--- src/rtl/sdm_pkg.sv ---
package sdm_pkg;
    typedef enum logic [1:0] {
        ST_SETTLE_FIRST  = 2'd0,
        ST_SETTLE_SECOND = 2'd1,
        ST_STEADY        = 2'd2
    } settle_state_e;
endpackage

--- src/rtl/sdm_fb_sync.sv ---
module sdm_fb_sync #(
    parameter int SYNC_STAGES = 2
) (
    input  logic clk,
    input  logic rst_n,
    input  logic cmp_async,
    output logic bit_q
);
    logic [SYNC_STAGES-1:0] sync_q;

    always_ff @(posedge clk or negedge rst_n) begin
        if (!rst_n) begin
            sync_q <= '0;
            bit_q  <= 1'b0;
        end else begin
            sync_q[0] <= cmp_async;
            for (int i = 1; i < SYNC_STAGES; i++) begin
                sync_q[i] <= sync_q[i-1];
            end
            bit_q <= sync_q[SYNC_STAGES-1];
        end
    end
endmodule

--- src/rtl/sdm_cic_integ.sv ---
module sdm_cic_integ #(
    parameter int ORDER = 2,
    parameter int ACC_W = 26
) (
    input  logic             clk,
    input  logic             rst_n,
    input  logic             bit_in,
    output logic [ACC_W-1:0] integ_out
);
    logic [ORDER-1:0][ACC_W-1:0] acc;

    always_ff @(posedge clk or negedge rst_n) begin
        if (!rst_n) begin
            acc <= '0;
        end else begin
            acc[0] <= acc[0] + ACC_W'(bit_in);
            for (int i = 1; i < ORDER; i++) begin
                acc[i] <= acc[i] + acc[i-1];
            end
        end
    end

    assign integ_out = acc[ORDER-1];
endmodule

--- src/rtl/sdm_cic_comb.sv ---
module sdm_cic_comb #(
    parameter int ORDER = 2,
    parameter int ACC_W = 26
) (
    input  logic             clk,
    input  logic             rst_n,
    input  logic             tick,
    input  logic [ACC_W-1:0] integ_in,
    output logic [ACC_W-1:0] res_out
);
    logic [ORDER-1:0][ACC_W-1:0] dly;
    logic [ORDER:0][ACC_W-1:0]   stage;

    always_comb begin
        stage[0] = integ_in;
        for (int i = 0; i < ORDER; i++) begin
            stage[i+1] = stage[i] - dly[i];
        end
    end

    always_ff @(posedge clk or negedge rst_n) begin
        if (!rst_n) begin
            dly     <= '0;
            res_out <= '0;
        end else if (tick) begin
            for (int i = 0; i < ORDER; i++) begin
                dly[i] <= stage[i];
            end
            res_out <= stage[ORDER];
        end
    end
endmodule

--- src/rtl/sdm_decim_ctrl.sv ---
module sdm_decim_ctrl
    import sdm_pkg::*;
#(
    parameter int OSR = 2048
) (
    input  logic clk,
    input  logic rst_n,
    output logic tick,
    output logic valid_q,
    output logic settle_q
);
    localparam int CNT_W = $clog2(OSR);

    logic [CNT_W-1:0] cnt;
    settle_state_e    state_q, state_d;

    assign tick = (cnt == CNT_W'(OSR - 1));

    always_ff @(posedge clk or negedge rst_n) begin
        if (!rst_n) cnt <= '0;
        else        cnt <= tick ? '0 : cnt + 1'b1;
    end

    always_ff @(posedge clk or negedge rst_n) begin
        if (!rst_n) state_q <= ST_SETTLE_FIRST;
        else        state_q <= state_d;
    end

    always_comb begin
        state_d = state_q;
        unique case (state_q)
            ST_SETTLE_FIRST:  if (tick) state_d = ST_SETTLE_SECOND;
            ST_SETTLE_SECOND: if (tick) state_d = ST_STEADY;
            ST_STEADY:        state_d = ST_STEADY;
            default:          state_d = ST_SETTLE_FIRST;
        endcase
    end

    always_ff @(posedge clk or negedge rst_n) begin
        if (!rst_n) begin
            valid_q  <= 1'b0;
            settle_q <= 1'b0;
        end else begin
            valid_q  <= tick;
            settle_q <= tick && (state_q != ST_STEADY);
        end
    end
endmodule

--- src/rtl/sdm_sinc2_decim.sv ---
module sdm_sinc2_decim #(
    parameter int OSR         = 2048,
    parameter int ACC_W       = 26,
    parameter int OUT_W       = 16,
    parameter int ORDER       = 2,
    parameter int SYNC_STAGES = 2
) (
    input  logic             clk,
    input  logic             rst_n,
    input  logic             cmp_in,
    output logic             fb_out,
    output logic [OUT_W-1:0] out_sample,
    output logic             out_valid,
    output logic             out_settling
);
    localparam int SHIFT = ACC_W - OUT_W;

    logic             bit_q;
    logic             tick;
    logic [ACC_W-1:0] integ_w;
    logic [ACC_W-1:0] res_w;
    logic             unused_lsbs;

    sdm_fb_sync #(.SYNC_STAGES(SYNC_STAGES)) u_sync (
        .clk(clk), .rst_n(rst_n), .cmp_async(cmp_in), .bit_q(bit_q)
    );

    sdm_cic_integ #(.ORDER(ORDER), .ACC_W(ACC_W)) u_integ (
        .clk(clk), .rst_n(rst_n), .bit_in(bit_q), .integ_out(integ_w)
    );

    sdm_decim_ctrl #(.OSR(OSR)) u_ctrl (
        .clk(clk), .rst_n(rst_n), .tick(tick),
        .valid_q(out_valid), .settle_q(out_settling)
    );

    sdm_cic_comb #(.ORDER(ORDER), .ACC_W(ACC_W)) u_comb (
        .clk(clk), .rst_n(rst_n), .tick(tick),
        .integ_in(integ_w), .res_out(res_w)
    );

    assign fb_out      = bit_q;
    assign out_sample  = res_w[ACC_W-1 -: OUT_W];
    assign unused_lsbs = ^res_w[SHIFT-1:0];
endmodule

--- config.mk ---
export PLATFORM = sky130hd
export DESIGN_NAME = sdm_sinc2_decim
export DESIGN_NICKNAME = d
export VERILOG_FILES = /design/src/rtl/sdm_pkg.sv /design/src/rtl/sdm_fb_sync.sv /design/src/rtl/sdm_cic_integ.sv /design/src/rtl/sdm_cic_comb.sv /design/src/rtl/sdm_decim_ctrl.sv /design/src/rtl/sdm_sinc2_decim.sv
export SDC_FILE = /design/constraint.sdc
export NUM_CORES = 1
export LEC_CHECK = 0
export ABC_AREA = 1
export BUFFER_PORTS_ARGS = -buffer_cell sky130_fd_sc_hd__buf_2
export CORE_MARGIN = 5
export CORE_UTILIZATION = 64
export CTS_CLUSTER_SIZE = 40
export DETAILED_ROUTE_END_ITERATION = 8
export HOLD_SLACK_MARGIN = 0.1
export PLACE_DENSITY = 0.87
export REMOVE_ABC_BUFFERS = 1
export SYNTH_ARGS = -nofsm -noshare
export SYNTH_HDL_FRONTEND = slang
export SYNTH_HIERARCHICAL = 1
export SYNTH_SLANG_ARGS = --single-unit
--- constraint.sdc ---
create_clock -name clk -period 3.87 [get_ports clk]
set_clock_uncertainty 0.05 [all_clocks]
set_input_delay 0.1935 -clock clk [delete_from_list [all_inputs] [get_ports clk]]
set_output_delay 0.1935 -clock clk [all_outputs]
set_load 0.02 [all_outputs]
* Yosys cells after proc, flatten, opt, wreduce, memory -nomap -nowiden
Cells that the tools add are included.
** Word-level totals
- Input bits :: 3
- Output and inout port bits :: 19
- Register bits :: 148
** Operators by class
- $add $sub $neg :: 5
- Mux-type cells :: 4
- Equal/unequal tests :: 6
- Reductions and logical operators :: 3
** Operator list (count)
- subtractor 26 bit :: 2
- adder 26 x 1 -> 26 bit :: 1
- adder 26 bit :: 1
- adder 11 x 1 -> 11 bit, second input constant :: 1
- equality test 11 bit, second input constant :: 1
- two-way mux 11 bit :: 1
- one-hot mux 2 bit (3 select lines) :: 1
- two-way mux 2 bit :: 2
- != test 2 x 1 -> 1 bit, second input constant :: 2
- equality test 2 x 1 -> 1 bit, second input constant :: 1
- equality test 2 bit, second input constant :: 1
- zero test 2 bit :: 1
- != test 2 bit, second input constant :: 1
- AND reduction 2 bit :: 1
- logical AND 1 bit :: 1

* Depth between registers and ports, before layout
Gate-level depths: netlist (run 1).
- Depth after elaboration :: 3
- Depth in mapped cells :: 24
- Depth with buffers taken out :: 23

* Hierarchy
The synthesis (run 1) kept the hierarchy.
** Modules (own cells, without submodules)
- sdm_cic_comb :: cells each 835, sequential area each 1951.9 µm², times used 1, area each 5916.9 µm²
- sdm_cic_integ :: cells each 553, sequential area each 1301.2 µm², times used 1, area each 3875.0 µm²
- sdm_decim_ctrl :: cells each 80, sequential area each 375.4 µm², times used 1, area each 737.0 µm²
- sdm_fb_sync :: cells each 3, sequential area each 75.1 µm², times used 1, area each 75.1 µm²

* Worst setup path after synthesis (run 1)
Ideal clock, no wire load.
- Path type :: register -> register
- From :: register u_integ.acc, in the netlist u_integ/integ_out[0]
- To :: register u_comb.res_out[21]
- Data required time :: 3703 ps
- Buffers on the path :: 1
- Stages on the path, launching flop included :: 23
- Setup slack :: 660 ps
- Arrival :: 3043 ps
- Path through :: dfrtp_1 buf_4 inv_1 ha_1 fa_1 nand3b_1 nand2_2 nand2_1 nand2_2 a31oi_1 xnor2_1 ha_1 a21oi_1 nor2_1 nor2_1 nor2_1 nor2_1 nand3_1 nand2_1 nand2_1 or2_1 nand3_1 nand2_1
** RTL lines
- start: declaration :: RTL line sdm_cic_integ.sv:10 : logic [ORDER-1:0][ACC_W-1:0] acc;
- start signal: indexed assignment :: RTL line sdm_cic_integ.sv:18 : acc[i] <= acc[i] + acc[i-1];
- end signal: assignment :: RTL line sdm_cic_comb.sv:29 : res_out <= stage[ORDER];
- end: declaration :: RTL line sdm_cic_comb.sv:9 : output logic [ACC_W-1:0] res_out

==> impl_metrics.yaml, run 1 <==
outcome:
  outcome: "finished clean"
critical_path:
  crit_top_cell: "nand2_1"
  start_kind: "register"
  cp_cell_sequence: "inv_1 > ha_1 > fa_1 > nand3b_1 > nand2_2 > nand3_1 > nand3_1 > xor2_1 > ha_1 > nand2_1 > inv_1 > a21oi_1 > nand2_1 > nand2_1 > nand3_2 > nand2_1 > nand2_1 > or2_1 > nand3_1 > nand2_1"
  crit_arrival_ns: 3.88
  cp_slowest_stage_delay_ns: 0.40
  crit_slowest_cell: "fa_1"
  cp-end-kind: "register"
  path_max_fanout: 5
  required_ns: 4.13
  worstSetupPathType: "reg -> reg"
floorplan:
  die_h_um: 136
  std_cell_rows: 46
  start_util: 0.646
  die_area_sq_mm: 0.0185
  die_w_um: 136
  core_area_sq_mm: 0.0158
  io_pins: 22
timing:
  rsz0062_at_grt: "false"
  fin_crit_ns: 3.63
  worstMarginPinSlew_ns: 0.981
  max_slew_margin: 0.346
  hold_ws_ns: 0.298
  setup_viol: 0
  hold_viol_final: 0
  min_period_over_period: 0.937
  timing.fmax_ghz: 0.276
  report.final.slew_viol_count: 0
  tns_ns: 0
power_and_ir_drop:
  p_int_mw: 4.28
  leakage_nw: 5.94
  p_per_area_mw_per_mm2: 752
  pwr-share-comb: 0.597
  p_sw_mw: 3.99
  power.share.clock: 0.202
  pwr-share-seq: 0.201
  ir_drop_mv: 0.399
  p_sw_frac: 0.482
placed_design:
  dp_hpwl_um: 18200
  finalWeightedCongestion: 0.946
  portBuffers: 21
  dp_cells: 1623
synth:
  syn-cell-area_sq_mm: 0.0102
  postSynthCellCount: 1427
  syn_avg_cell_area_sq_um: 7.13
  yosysWarnings: 6
final_layout:
  utilization: 0.697
  drive_gt1_frac: 0.0720
  syn2layout_area_growth_pct: 7.95
  finalNetCount: 1518
  final_cells: 1660
  antenna_cells: 0
clock_network:
  cts-root-buf: "clkbuf_16"
  cts_max_path_buffers: 2
  tritoncts: "done"
  cts_sinks: 138
  h-tree-depth: 4
  clock_latency_ns: 0.42
  cts.clk_slew.worst_paths_ns: 0.06
  cts_buffers: 17
routing:
  dr.pass1.iters: 6
  drt-initial-drc-count: 572
  routed_wl_um: 24000
  routedWlPerCell_um: 14.4
  ant_nets: 0
  viasPerCell: 5.48
  drc: 0
  via_count: 9089
global_route:
  grt_overflow_total: 0
  grt_start_max_net_pins: 113
  antenna_found_initial: 0
  grt_pass1_vias: 8969
  grtUsageTotal: 0.271
  grt_pass1_wl_um: 40100
hold_path:
  hold_class: "reg -> reg"
job:
  drv_cap: 0
## flip-flops by register name, indices dropped and copies added (netlist names)
signal / flops
u_comb/dly: 52
u_ctrl/valid_q: 1
u_comb/res_out: 16
u_sync/bit_q: 1
u_sync/sync_q: 2
u_integ/integ_out: 26
u_ctrl/state_q: 2
u_ctrl/settle_q: 1
u_integ/acc: 26
u_ctrl/cnt: 11
## what timing repair did
item,CTS,global route
setup buffers,0,3
setup endpoints to repair,0,5
hold buffers,2,0
endpoints found under the hold margin,92,0
gates resized for setup,0,6
## path summary, 6_finish.rpt
path,from,end,slack [ns],cells past startpoint
hold / removal,u_sync/sync_q[1],u_sync/bit_q,0.30,0
setup reg to reg,u_integ/integ_out[0],u_comb/res_out[21],0.24,20
min in group asynchronous,rst_n,u_comb/dly[30],0.38,2
setup / recovery,u_integ/integ_out[0],u_comb/res_out[21],0.24,20
max in group asynchronous,rst_n,u_integ/acc[16],2.56,3
hold reg to reg,u_sync/sync_q[1],u_sync/bit_q,0.30,0
## metrics by stage
| stage | worst slack [ns] | total power, mW | instance area, sq um |
|---|---|---|---|
| final | 0.243 | 8.27 | 11000 |
| after CTS | 0.270 | 8.06 | 10900 |
| after floorplan | 0.224 | 5.25 | 9910 |
| after global routing | 0.0179 | 8.96 | 11000 |
| after detailed placement | 0.292 | 6.35 | 10300 |
| after global placement | 0.383 | 6.24 | 10300 |
## layer usage
| metal | up-vias | global-route usage | wire, um | share of wire |
|---|---|---|---|---|
| li1 | 4527 | - | - | - |
| met1 | 4229 | 0.316 | 9940 | 0.41 |
| met2 | 257 | 0.481 | 11900 | 0.50 |
| met3 | 76 | 0.0426 | 1030 | 0.043 |
| met4 | 0 | 0.140 | 1070 | 0.044 |
| met5 | - | 0 | 0 | 0 |
## worst max-delay path: cells and delay by family (launching register included)
family,cells,cell delay (ns)
AND/OR/NAND/NOR,13,1.56
adder cells (fa/ha/maj),3,0.93
flip-flops,1,0.36
AO/OA/AOI/OAI,1,0.25
XOR/XNOR,1,0.23
buffers and inverters,2,0.13
## layout by cell type, fill, tap and decap left out, types with 4 or more instances in the layout
cell type / n
a21o_1: 8
a21oi_1: 61
xor2_1: 39
inv_6: 4
o21bai_1: 6
a31oi_1: 5
o21ai_1: 8
nor2_1: 109
dfrtp_1: 138
nor4_1: 4
nand4_1: 23
xnor2_1: 26
buf_4: 6
o21ai_0: 74
nor2_2: 6
nand3b_1: 4
nand3_1: 81
buf_2: 20
ha_1: 80
clkbuf_16: 17
nand2_1: 415
inv_1: 226
a21oi_2: 5
nand3_2: 8
nor3_1: 16
nand2_2: 7
## power by group through the flow
stage               registers, mW  clock network (mW)  logic (mW)
global route                 1.67                1.76        5.52
detailed placement           1.68                   0        4.66
floorplan                    1.64                   0        3.61
finish                       1.66                1.67        4.94
global placement             1.68                   0        4.57
CTS                          1.66                1.70        4.71
## cell type report
class / instances / area [sq um]
Sequential cell: 138 / 3450
Multi-Input combinational cell: 1018 / 5630
Clock buffer: 19 / 453
Inverter: 227 / 852
Clock inverter: 13 / 156
Timing Repair Buffer: 29 / 176
Fill cell: 1349 / 4780
Tap cell: 216 / 270
(Power assumes the default switching activity.)
==> inputs of run 2 (changes only) <==
- BUFFER_PORTS_ARGS: -buffer_cell sky130_fd_sc_hd__buf_2 -> unset
- CORE_UTILIZATION: 64 -> 65
- DONT_BUFFER_PORTS: unset -> 1
- MAX_ROUTING_LAYER: unset -> met4
==> impl_metrics.yaml, run 2 (synthesized netlist as in run 1, its figures left out) <==
timing:
  setup_viol: 0
  timing.fmax_ghz: 0.279
  hold_viol_final: 0
  max_slew_margin: 0.346
  min_period_over_period: 0.926
  report.final.slew_viol_count: 0
  fin_crit_ns: 3.58
  worstMarginPinSlew_ns: 0.981
clock_network:
  cts.clk_slew.worst_paths_ns: 0.06
  cts_max_path_buffers: 2
  cts-root-buf: "clkbuf_16"
  clock_latency_ns: 0.43
  tritoncts: "done"
  cts_buffers: 17
  cts_sinks: 138
  h-tree-depth: 4
placed_design:
  finalWeightedCongestion: 0.974
  dp_hpwl_um: 17700
  portBuffers: 0
  place_area_sq_mm: 0.0102
  dp_cells: 1595
routing:
  routedWlPerCell_um: 14.5
  via_count: 8968
  viasPerCell: 5.50
  dr.pass1.iters: 6
  drc: 0
  drt-initial-drc-count: 670
  routed_wl_um: 23700
  ant_nets: 0
critical_path:
  required_ns: 4.14
  start_kind: "register"
  path_delay_family: "simple AND/OR/NAND/NOR gates"
  worstSetupPathType: "reg -> reg"
  crit_buf_inv: 1
  cp_cell_sequence: "inv_1 > ha_1 > fa_1 > nand3b_1 > nand2_2 > nand2_1 > nand2_2 > a31oi_1 > xnor2_1 > ha_2 > a21oi_2 > nor2_1 > nor2_1 > nor2_1 > nor2_1 > nand3_2 > nand2_1 > nand2_1 > or2_1 > nand3_1 > nand2_1"
  r2r_slack_ns: 0.29
  cp_slowest_stage_delay_ns: 0.41
  crit_slowest_cell: "fa_1"
  path_max_fanout: 5
  crit_arrival_ns: 3.85
  cp-end-kind: "register"
floorplan:
  start_util: 0.667
  die_area_sq_mm: 0.0183
  io_pins: 22
  die_h_um: 135
  die_w_um: 135
  core_area_sq_mm: 0.0153
  std_cell_rows: 45
global_route:
  grt_start_max_net_pins: 139
  grt_pass1_vias: 8772
  grt_overflow_total: 0
  antenna_found_initial: 0
  grtUsageTotal: 0.279
  grt_pass1_wl_um: 40000
final_layout:
  finalNetCount: 1494
  drive_gt1_frac: 0.0549
  top_register: "u_comb/dly"
  final_common_cell: "nand2_1"
  final_cell_mix: "nand2_1, inv_1, dfrtp_1"
  largest_register_ffs: 52
  fillers: 1248
  antenna_cells: 0
  final_area_sq_mm: 0.0109
  syn2layout_area_growth_pct: 6.83
  final_cells: 1631
power_and_ir_drop:
  p_per_area_mw_per_mm2: 753
  leakage_nw: 5.81
  ir_drop_mv: 0.371
hold_path:
  hold_class: "in -> reg"
outcome:
  outcome: "finished clean"
job:
  drv_cap: 0
[run 2: final cells by class]
class                           count  area (sq um)  share of cell area
Sequential cell                   138          3450               0.318
Clock inverter                     12           161              0.0148
Multi-Input combinational cell   1018          5620               0.516
Clock buffer                       20           467              0.0429
Inverter                          227           852              0.0783
Timing Repair Buffer                5          62.6             0.00575
Tap cell                          211           264              0.0243
[run 2: final timing paths]
kind	endpoint	cells after the start	from
max	u_comb/res_out[21]	21	u_integ/integ_out[0]
min	u_sync/sync_q[0]	1	cmp_in
max reg2reg	u_comb/res_out[21]	21	u_integ/integ_out[0]
min reg2reg	u_sync/sync_q[1]	0	u_sync/sync_q[0]
max in group asynchronous	u_integ/integ_out[2]	2	rst_n
min in group asynchronous	u_comb/dly[31]	2	rst_n
[run 2: per-layer routing]
layer / global-route usage / routed length [um] / vias up
met1: 0.326 / 10100 / 4122
met3: 0.0412 / 896 / 86
met2: 0.476 / 11700 / 273
li1: - / - / 4487
met4: 0.127 / 1050 / 0
met5: - / 0 / -
[run 2: power breakdown]
| group | internal (mW) | switching (mW) |
|---|---|---|
| registers | 1.55 | 0.118 |
| logic | 1.70 | 3.10 |
| clock network | 1.07 | 0.651 |
[run 2: worst reg2reg max path: cells and delay by family, from the launching register on]
family,cells,cell delay [ns]
AOI/OAI and AO/OA,2,0.28
and+or+nand+nor,14,1.49
buffers and inverters,1,0.06
adders and majority gates,3,1.01
DFF,1,0.36
xor gates and xnor gates,1,0.22
[run 2: timing repair]
item | 4_1_cts | 5_1_grt
endpoints found under the setup margin | 0 | 3
gates resized for setup | 0 | 4
hold buffers | 3 | 0
buffers inserted | 0 | 1
hold endpoints to repair | 139 | 0
[run 2: through the flow]
stage	hold WS, ns	setup TNS (ns)	setup WS, ns	power (mW)	utilization
floorplan	-0.152	0	0.224	5.25	-
global placement	-0.148	0	0.439	6.21	0.667
detailed placement	-0.148	0	0.321	6.28	0.667
CTS	0.262	0	0.312	8.07	0.711
global route	0.288	-0.00532	-0.00532	8.87	0.713
finish	0.275	0	0.288	8.19	0.713
